`config.mk`:
```
export PLATFORM = sky130hd
export DESIGN_NAME = tamper_guard
export DESIGN_NICKNAME = d
export VERILOG_FILES = /design/src/rtl/tamper_pkg.sv /design/src/rtl/tamper_filter.sv /design/src/rtl/tamper_log.sv /design/src/rtl/tamper_bkmem.sv /design/src/rtl/tamper_guard.sv
export SDC_FILE = /design/constraint.sdc
export NUM_CORES = 1
export LEC_CHECK = 0
export ABC_CLOCK_PERIOD_IN_PS = 5800
export BUFFER_PORTS_ARGS = -buffer_cell sky130_fd_sc_hd__buf_2
export CAP_MARGIN = 20
export CORE_ASPECT_RATIO = 0.6
export CORE_MARGIN = 3
export CORE_UTILIZATION = 54
export DETAILED_ROUTE_END_ITERATION = 8
export PLACE_DENSITY = 0.72
export SYNTH_ARGS = -nofsm -noshare
export SYNTH_HDL_FRONTEND = slang
export SYNTH_SLANG_ARGS = --single-unit
```
`constraint.sdc`:
```
create_clock -name clk -period 5.8 [get_ports clk]
set_input_delay 1.16 -clock clk [delete_from_list [all_inputs] [get_ports clk]]
set_output_delay 1.16 -clock clk [all_outputs]
set_load 0.03 [all_outputs]
```
`src/rtl/tamper_pkg.sv`:
```
package tamper_pkg;
  localparam int TP_INPUTS    = 4;
  localparam int TP_LOG_DEPTH = 4;
  localparam int TP_MEM_WORDS = 16;
  localparam int TP_DATA_W    = 32;
  localparam int TP_IDX_W     = $clog2(TP_INPUTS);

  // control word field positions
  localparam int CTRL_EN_LSB    = 0;
  localparam int CTRL_LVL_LSB   = 4;
  localparam int CTRL_FILT_LSB  = 8;
  localparam int CTRL_IRQ_BIT   = 16;
  localparam int CTRL_WAKE_BIT  = 17;
  localparam int CTRL_ERASE_BIT = 18;

  // register addresses
  localparam int A_CTRL   = 0;
  localparam int A_STAT   = 1;
  localparam int A_STAMP0 = 2;

  typedef struct packed {
    logic                 valid;
    logic [TP_IDX_W-1:0]  idx;
    logic [TP_DATA_W-1:0] stamp;
  } log_entry_t;

  // lowest set bit index, 0 when none set
  function automatic logic [TP_IDX_W-1:0] first_set(input logic [TP_INPUTS-1:0] v);
    logic [TP_IDX_W-1:0] r;
    r = '0;
    for (int k = TP_INPUTS - 1; k >= 0; k--) begin
      if (v[k]) r = TP_IDX_W'(k);
    end
    return r;
  endfunction
endpackage

```
`src/rtl/tamper_filter.sv`:
```
module tamper_filter #(
  parameter int SYNC_STAGES = 2,
  parameter int HOLD        = 4
) (
  input  logic clk,
  input  logic rst_n,
  input  logic pin,
  input  logic level,
  input  logic filt_on,
  input  logic enable,
  output logic act,
  output logic evt
);
  localparam int CW = $clog2(HOLD + 1);

  logic [SYNC_STAGES-1:0] sync_q;
  logic [CW-1:0]          run_q;
  logic                   qual;
  logic                   qual_q;

  always_ff @(posedge clk or negedge rst_n) begin
    if (!rst_n) sync_q <= '0;
    else        sync_q <= {sync_q[SYNC_STAGES-2:0], pin};
  end

  assign act = level ? sync_q[SYNC_STAGES-1] : ~sync_q[SYNC_STAGES-1];

  // run length of consecutive active samples, saturating at HOLD
  always_ff @(posedge clk or negedge rst_n) begin
    if (!rst_n)                 run_q <= '0;
    else if (!act)              run_q <= '0;
    else if (run_q != CW'(HOLD)) run_q <= run_q + 1'b1;
  end

  assign qual = enable & (filt_on ? (run_q == CW'(HOLD)) : act);

  always_ff @(posedge clk or negedge rst_n) begin
    if (!rst_n) qual_q <= 1'b0;
    else        qual_q <= qual;
  end

  assign evt = qual & ~qual_q;
endmodule

```
`src/rtl/tamper_log.sv`:
```
module tamper_log
  import tamper_pkg::*;
#(
  parameter int DEPTH = TP_LOG_DEPTH,
  parameter int NIN   = TP_INPUTS
) (
  input  logic                     clk,
  input  logic                     rst_n,
  input  logic [NIN-1:0]           evt,
  input  logic [TP_DATA_W-1:0]     stamp,
  input  logic                     clr,
  output log_entry_t [DEPTH-1:0]   entries,
  output logic [DEPTH-1:0]         valid,
  output logic                     full,
  output logic                     ovf,
  output logic                     pop,
  output logic [TP_IDX_W-1:0]      pop_idx
);
  localparam int CW = $clog2(DEPTH + 1);
  localparam int PW = $clog2(DEPTH);

  logic [NIN-1:0] pend_q;
  logic [NIN-1:0] pop_mask;
  logic [CW-1:0]  fill;

  for (genvar g = 0; g < DEPTH; g++) begin : g_valid
    assign valid[g] = entries[g].valid;
  end

  always_comb begin
    fill = '0;
    for (int k = 0; k < DEPTH; k++) fill = fill + CW'(valid[k]);
  end

  assign full     = (fill == CW'(DEPTH));
  assign pop      = |pend_q;
  assign pop_idx  = first_set(pend_q);
  assign pop_mask = pop ? (NIN'(1) << pop_idx) : '0;

  always_ff @(posedge clk or negedge rst_n) begin
    if (!rst_n) begin
      pend_q  <= '0;
      entries <= '0;
      ovf     <= 1'b0;
    end else if (clr) begin
      pend_q  <= '0;
      entries <= '0;
      ovf     <= 1'b0;
    end else begin
      pend_q <= (pend_q & ~pop_mask) | evt;
      if (pop) begin
        if (full) ovf <= 1'b1;
        else      entries[fill[PW-1:0]] <= '{valid: 1'b1, idx: pop_idx, stamp: stamp};
      end
    end
  end
endmodule

```
`src/rtl/tamper_bkmem.sv`:
```
module tamper_bkmem #(
  parameter int WORDS = 16,
  parameter int DW    = 32,
  parameter int AW    = $clog2(WORDS)
) (
  input  logic          clk,
  input  logic          rst_n,
  input  logic          start,
  input  logic          clr_done,
  input  logic          sw_we,
  input  logic [AW-1:0] sw_addr,
  input  logic [DW-1:0] sw_wdata,
  output logic [DW-1:0] rd_data,
  output logic          busy,
  output logic          done
);
  logic [DW-1:0] mem [WORDS];
  logic [AW-1:0] ptr_q;

  // storage keeps its contents across reset
  always_ff @(posedge clk) begin
    if (busy)       mem[ptr_q]   <= '0;
    else if (sw_we) mem[sw_addr] <= sw_wdata;
  end

  assign rd_data = mem[sw_addr];

  always_ff @(posedge clk or negedge rst_n) begin
    if (!rst_n) begin
      busy  <= 1'b0;
      done  <= 1'b0;
      ptr_q <= '0;
    end else if (busy) begin
      ptr_q <= ptr_q + 1'b1;
      if (ptr_q == AW'(WORDS - 1)) begin
        busy <= 1'b0;
        done <= 1'b1;
      end
    end else if (start) begin
      busy  <= 1'b1;
      done  <= 1'b0;
      ptr_q <= '0;
    end else if (clr_done) begin
      done <= 1'b0;
    end
  end
endmodule

```
`src/rtl/tamper_guard.sv`:
```
module tamper_guard
  import tamper_pkg::*;
#(
  parameter int NIN         = TP_INPUTS,
  parameter int DEPTH       = TP_LOG_DEPTH,
  parameter int WORDS       = TP_MEM_WORDS,
  parameter int DW          = TP_DATA_W,
  parameter int AW          = 4,
  parameter int MAW         = $clog2(WORDS),
  parameter int SYNC_STAGES = 2,
  parameter int HOLD        = 4
) (
  input  logic           clk,
  input  logic           rst_n,
  input  logic [NIN-1:0] tamper_in,
  input  logic [DW-1:0]  rtc_sec,
  input  logic           reg_wr,
  input  logic [AW-1:0]  reg_addr,
  input  logic [DW-1:0]  reg_wdata,
  output logic [DW-1:0]  reg_rdata,
  input  logic           mem_wr,
  input  logic [MAW-1:0] mem_addr,
  input  logic [DW-1:0]  mem_wdata,
  output logic [DW-1:0]  mem_rdata,
  output logic           irq,
  output logic           wake_req
);
  localparam int TAG0 = A_STAMP0 + DEPTH;

  logic [DW-1:0]          ctrl_q;
  logic [NIN-1:0]         en, lvl, fen;
  logic [NIN-1:0]         act, evt;
  log_entry_t [DEPTH-1:0] entries;
  logic [DEPTH-1:0]       log_valid;
  logic                   log_full, ovf, pop;
  logic [TP_IDX_W-1:0]    pop_idx;
  logic                   clr_cmd, clr_req;
  logic                   erase_busy, erase_done, erase_go;
  logic [DW-1:0]          status;

  assign en  = ctrl_q[CTRL_EN_LSB   +: NIN];
  assign lvl = ctrl_q[CTRL_LVL_LSB  +: NIN];
  assign fen = ctrl_q[CTRL_FILT_LSB +: NIN];

  assign clr_cmd  = reg_wr && (reg_addr == AW'(A_STAT)) && reg_wdata[0];
  assign clr_req  = clr_cmd && !erase_busy;
  assign erase_go = pop && ctrl_q[CTRL_ERASE_BIT];

  always_ff @(posedge clk or negedge rst_n) begin
    if (!rst_n) ctrl_q <= '0;
    else if (reg_wr && reg_addr == AW'(A_CTRL)) ctrl_q <= reg_wdata;
  end

  for (genvar g = 0; g < NIN; g++) begin : g_pin
    tamper_filter #(.SYNC_STAGES(SYNC_STAGES), .HOLD(HOLD)) u_filt (
      .clk(clk), .rst_n(rst_n), .pin(tamper_in[g]), .level(lvl[g]),
      .filt_on(fen[g]), .enable(en[g]), .act(act[g]), .evt(evt[g])
    );
  end

  tamper_log #(.DEPTH(DEPTH), .NIN(NIN)) u_log (
    .clk(clk), .rst_n(rst_n), .evt(evt), .stamp(rtc_sec), .clr(clr_req),
    .entries(entries), .valid(log_valid), .full(log_full), .ovf(ovf),
    .pop(pop), .pop_idx(pop_idx)
  );

  tamper_bkmem #(.WORDS(WORDS), .DW(DW), .AW(MAW)) u_mem (
    .clk(clk), .rst_n(rst_n), .start(erase_go), .clr_done(clr_req),
    .sw_we(mem_wr), .sw_addr(mem_addr), .sw_wdata(mem_wdata),
    .rd_data(mem_rdata), .busy(erase_busy), .done(erase_done)
  );

  // sticky responses: a new event wins over a clear in the same clock
  always_ff @(posedge clk or negedge rst_n) begin
    if (!rst_n) begin
      irq      <= 1'b0;
      wake_req <= 1'b0;
    end else begin
      if (pop && ctrl_q[CTRL_IRQ_BIT])       irq <= 1'b1;
      else if (clr_req)                      irq <= 1'b0;
      if (pop && ctrl_q[CTRL_WAKE_BIT])      wake_req <= 1'b1;
      else if (clr_req)                      wake_req <= 1'b0;
    end
  end

  always_comb begin
    status = '0;
    status[DEPTH-1:0] = log_valid;
    status[DEPTH]     = ovf;
    status[DEPTH+1]   = erase_busy;
    status[DEPTH+2]   = erase_done;
    status[DEPTH+3]   = irq;
    status[DEPTH+4]   = wake_req;
  end

  always_comb begin
    reg_rdata = '0;
    if (reg_addr == AW'(A_CTRL)) reg_rdata = ctrl_q;
    if (reg_addr == AW'(A_STAT)) reg_rdata = status;
    for (int k = 0; k < DEPTH; k++) begin
      if (reg_addr == AW'(A_STAMP0 + k)) reg_rdata = entries[k].stamp;
      if (reg_addr == AW'(TAG0 + k))     reg_rdata = DW'({entries[k].valid, entries[k].idx});
    end
  end
endmodule

```
== After elaboration in Yosys (flattened, before gate mapping) ==
Memories as Yosys holds them, arrays and structs flattened.
Cells that the tools add are included.
Operators by class
  add/sub/neg operators: 8
  magnitude comparators: 2
  equality and inequality tests: 25
  shift operators: 1
  multiplexer cells: 60
  bitwise gates (word level): 19
  reductions and logical operators: 21
Operator list (count)
  $mux W140: 3
  $mux W32: 11
  $bwmux W140: 1
  $demux W35 S2: 1
  $mux W35: 1
  $reduce_or A32 Y1: 1
  $mux W1: 26
  $mux W3: 8
  $mux W4: 5
  $eq A4 B3 Y1 const B: 4
  $eq A3 B3 Y1 const B: 5
  $add A3 B1 Y3 const B: 4
  $eq A4 B4 Y1 const B: 3
  $ne A3 B3 Y1 const B: 4
  $ne A2 B2 Y1 const B: 5
  $reduce_bool A2 Y1: 5
  $and A1 B1 Y1: 8
  $eq A4 B2 Y1 const B: 2
  $logic_and A1 B1 Y1: 8
  $mux W2: 4
  $not A1 Y1: 8
  $add A3 B1 Y3: 2
  $reduce_and A2 Y1: 3
  $add A4 B1 Y4 const B: 1
  13 further kinds: 13
Word-level totals
  bits in registers: 209
  RAM bits: 512
  bits of input ports: 112
  output and inout bits: 66
  logic and storage cells: 169
  memories kept: 1
Memories
  u_mem.mem: words 16, bits a word 32, read ports 1, clocked after memory_dff 0, wr ports 1, RTL line tamper_bkmem.sv:17  | logic [DW-1:0] mem [WORDS];

== Logic depth before layout (Yosys ltp) ==
  depth in word-level cells: 11
  mapped depth: 9
  mapped depth without buffers: 6

== Cells and area by module ==
A second synthesis with hierarchy kept.
Unflattened totals
  cells, all modules: 1981
  area, all modules: 30749.5 um^2
Modules (own cells, without submodules)
  tamper_bkmem: instances 1, cells each 1028, area an instance 20190.6 um^2, seq. area each 15524.9 um^2
  tamper_log: instances 1, cells each 527, area an instance 6545.0 um^2, seq. area each 3628.5 um^2
  tamper_guard: instances 1, cells each 322, area an instance 2817.7 um^2, seq. area each 850.8 um^2
  tamper_filter: instances 4, cells each 26, area an instance 299.0 um^2, seq. area each 150.1 um^2

== Worst setup path after synthesis ==
Ideal clock, no wire load.
  path kind: input-to-output
  from: input port reg_addr[1]
  to: output port reg_rdata[2]
  arrival time: 2948 ps
  required time: 4640 ps
  slack: 1692 ps
  cell stages on the path: 6
  buffers on the path: 1
  cell sequence: buf_6 > nand2b_1 > a211o_1 > o32ai_1 > a221oi_1 > nor4_1
On the way
  cells in the longest elaborated chain, start to end: 11
  elaborated cells on any way between the ends: 20
  classes of those cells: eq/ne: 9; mux: 10; reduce/logical: 1
Ends and longest elaborated chain
  start: declaration: RTL line tamper_guard.sv:18  | input logic [AW-1:0] reg_addr,
  $logic_not A4 Y1: RTL line tamper_guard.sv:98  | if (reg_addr == AW'(A_CTRL)) reg_rdata = ctrl_q;
  $mux W32: RTL line tamper_guard.sv:98
  $mux W32: RTL line tamper_guard.sv:99  | if (reg_addr == AW'(A_STAT)) reg_rdata = status;
  $mux W32: RTL line tamper_guard.sv:101  | if (reg_addr == AW'(A_STAMP0 + k)) reg_rdata = entries[k].stamp;
  $mux W32: RTL line tamper_guard.sv:102  | if (reg_addr == AW'(TAG0 + k)) reg_rdata = DW'({entries[k].valid, entries[k].idx});
  $mux W32: RTL line tamper_guard.sv:101
  $mux W32: RTL line tamper_guard.sv:102
  $mux W32: RTL line tamper_guard.sv:101
  $mux W32: RTL line tamper_guard.sv:102
  $mux W32: RTL line tamper_guard.sv:101
  $mux W32 *: RTL line tamper_guard.sv:102
  end: declaration: RTL line tamper_guard.sv:20  | output logic [DW-1:0] reg_rdata,
Every way passes the cells marked *; elsewhere a longest branch is shown, timed or not.

== Final worst setup path ==
  from: input port mem_addr[0]
  to: output port mem_rdata[5]
On the way
  cells in the longest elaborated chain, start to end: 1
Ends and longest elaborated chain
  start: declaration: RTL line tamper_guard.sv:22  | input logic [MAW-1:0] mem_addr,
  $mem_v2 Z16 W32
  end: declaration: RTL line tamper_guard.sv:24  | output logic [DW-1:0] mem_rdata,
Every way passes these cells.

==> impl_metrics.yaml <==
run_status:
  status: "finished clean"
cells_and_area:
  multi_input_area_um2: 7560
  regArea_um2: 20600
  design_area_um2: 32600
  layout-drive-gt1-share_pct: 30.7
  fillerInstances: 3546
  fin_cells: 2444
  final_nets: 1820
  area_delta_synth_final_pct: 13.9
  final_cell_mix: "512 x edfxtp_1, 209 x dfrtp_1, 174 x buf_2"
  mostFrequentLayoutCell: "edfxtp_1"
timing:
  timing.fmax_ghz: 0.219
  tns_ns: 0
  min_period_over_period_pct: 78.7
  worstMarginPinSlew_ns: 1.17
  finalSetupViolCount: 0
  rsz0062_at_grt: "no"
  slew_viol_final: 0
  slew-limit-headroom_pct: 22.2
  finalHoldViolations: 0
  fin_skew_ns: 0.0251
  fin_crit_ns: 4.56
  hold_slack_ns: 0.347
clock_tree:
  numCtsBuffers: 66
  cts_hold_buf: 0
  cts-resized-gates: 0
  cts_buffer_depth: 3
  cts.sinks: 721
  path_clk_slew_ns: 0.06
  cts_tree: "built"
  cts_root_buf: "clkbuf_16"
  clk_latency_ns: 0.61
  post_cts.repair.setup_buffers: 0
  h-tree-depth: 3
power:
  power-per-cell-area_nw_per_um2: 475
  p_sw_mw: 4.80
  p_int_mw: 10.7
  comb_power_share_pct: 24.1
  seqPwrFrac_pct: 48.0
  p_clk_share_pct: 27.9
  leakage_nw: 12.0
  switching_share_pct: 31.0
  vdd_drop_max_uv: 411
worst_setup_path:
  start_kind: "input pin"
  path_common_cell: "mux4_2"
  crit_chain: "clkbuf_8, buf_4, mux4_2, mux4_2, buf_2"
  critical_path_class: "in2out"
  cp.arrival_ns: 3.40
  worst_setup_path_end_kind: "primary output"
  cp_slowest_cell: "mux4_2"
  max_stage_delay_ns: 0.59
  critPathRequiredTime_ns: 4.64
  critPathMaxFanout: 41
global_routing:
  gr-total-overflow: 0
  grt_pass1_wl_um: 102000
  antenna_found_initial: 5
  grt_util_all_layers_pct: 24.6
  grt_pass1_vias: 15771
  grt_max_degree: 131
worst_hold_path:
  worstHoldPathType: "reg2reg"
synth:
  synth_seq_area_share_pct: 72.1
  synth_top_family_by_area: "multiplexers"
  synthMuxAreaShare_pct: 14.0
  synth.avg_cell_area_um2: 18.9
  synthArstFlopShare_pct: 29.0
  synthAdderAreaFrac_pct: 0.552
  synth_cell_types: 57
  synth-seq-cells: 721
  synthSimpleGateAreaFrac_pct: 3.38
  synth_top_flop_cell: "edfxtp_1"
  syn_inst: 1511
  yosysWarningCount: 0
  synthXorXnorAreaFrac_pct: 0.306
  synth_area_um2: 28600
  synth_edf_count: 512
  synth-compound-area-share_pct: 7.62
  synth_fp_nets: 1635
routing:
  routed_wl_um: 67100
  remaining_drc_errors: 0
  first_pass_iters: 8
  vias: 15862
  via_per_inst: 6.49
  drt_iter0_drc: 2032
  wl_per_cell_um: 27.5
  ant_nets: 0
floorplan:
  die_area_um2: 55800
  die_w_um: 303
  start_util_pct: 55.3
  chipHeight_um: 184
  coreArea_um2: 51600
  rows: 64
  ios: 178
placed_design:
  placed_area_um2: 30400
  placedCellCount: 2321
  hpwl_um: 38200
  numPortBuffers: 177
  gp_congestion: 0.873
run:
  max-cap-violations: 0
-- state kept, by name, summed over array words and instances (netlist names) --
| register | flops |
|---|---|
| g_pin.u_filt.qual_q | 4 |
| g_pin.u_filt.sync_q | 8 |
| u_log.ovf | 1 |
| wake_req | 1 |
| u_mem.done | 1 |
| u_log.entries | 140 |
| irq | 1 |
| ctrl_q | 32 |
| u_mem.ptr_q | 4 |
| u_mem.mem | 512 |
| g_pin.u_filt.run_q | 12 |
| u_log.pend_q | 4 |
| u_mem.busy | 1 |
-- final timing paths --
| check | startpoint | end | slack (ns) | depth (start not counted) |
|---|---|---|---|---|
| setup / recovery | mem_addr[0] | mem_rdata[5] | 1.24 | 5 |
| hold / removal | g_pin[3].u_filt.sync_q[0]$_DFF_PN0_ | g_pin[3].u_filt.sync_q[1]$_DFF_PN0_ | 0.35 | 0 |
| setup reg to reg | u_log.entries[34]$_DFFE_PN0P_ | u_log.entries[16]$_DFFE_PN0P_ | 2.42 | 6 |
| hold reg to reg | g_pin[3].u_filt.sync_q[0]$_DFF_PN0_ | g_pin[3].u_filt.sync_q[1]$_DFF_PN0_ | 0.35 | 0 |
| max in group asynchronous | rst_n | g_pin[0].u_filt.run_q[2]$_DFFE_PN0P_ | 3.90 | 2 |
| min in group asynchronous | rst_n | u_log.entries[130]$_DFFE_PN0P_ | 0.66 | 1 |
-- Yosys cell counts, drive strengths merged, types with 6 or more instances --
master	number	area, um^2
edfxtp	512	15400
and2	35	219
a22oi	42	315
nand3	14	70.1
nor2b	8	50.1
nand2	43	161
buf	61	377
nand2b	6	45.0
dfrtp	209	5230
nor2	53	209
mux2	32	360
inv	18	67.6
a21oi	22	121
a31oi	8	50.1
ha	11	138
mux4	160	3600
nor3	14	86.3
a22o	144	1260
clkbuf	37	139
a222oi	23	230
-- worst max-delay path, delay by kind of cell --
family | cells | cell delay (ns)
buf+inv | 3 | 1.12
mux | 2 | 1.07
-- final cells by class --
type	instances	area share [%]
inverter	18	0.208
clock inverter	26	1.03
tap	693	2.66
sequential	721	63.3
timing repair buffer	215	3.97
multi-input combinational	674	23.2
clock buffer	91	5.58
antenna	6	0.0461
-- through the flow --
step	power [mW]	util, %	worst slack, ns
floorplan	9.88	-	1.69
global placement	11.0	58.8	1.21
detailed placement	11.2	58.8	1.17
CTS	15.5	63.0	1.18
global route	16.1	63.0	1.05
finish	15.5	63.0	1.24
-- power by group through the flow --
stage / clock, mW / sequential [mW] / combinational [mW]
floorplan: 0 / 7.32 / 2.55
global placement: 0 / 7.45 / 3.59
detailed placement: 0 / 7.52 / 3.70
CTS: 4.38 / 7.43 / 3.72
global route: 4.60 / 7.54 / 3.99
finish: 4.31 / 7.44 / 3.73
-- logic make-up (layout without fill, tap and decap cells) --
kind of cell	count (synthesis)	after routing
buffers and inverters	116	350
flip-flops	721	721
other	0	6
multiplexers	196	196
AO/OA/AOI/OAI	265	265
adder cells (fa/ha/maj)	12	12
AND/OR/NAND/NOR	191	191
XOR/XNOR	10	10
-- routing by layer --
metal	wire (um)	track usage (%)	vias to the layer above	share of wire, %
met4	1660	7.03	0	2.5
met1	28500	37.9	8373	42
li1	-	-	6551	-
met2	30800	36.1	824	46
met5	0	0	-	0
met3	6130	4.91	114	9.1
Note: power is estimated with default switching activity, not from simulation.
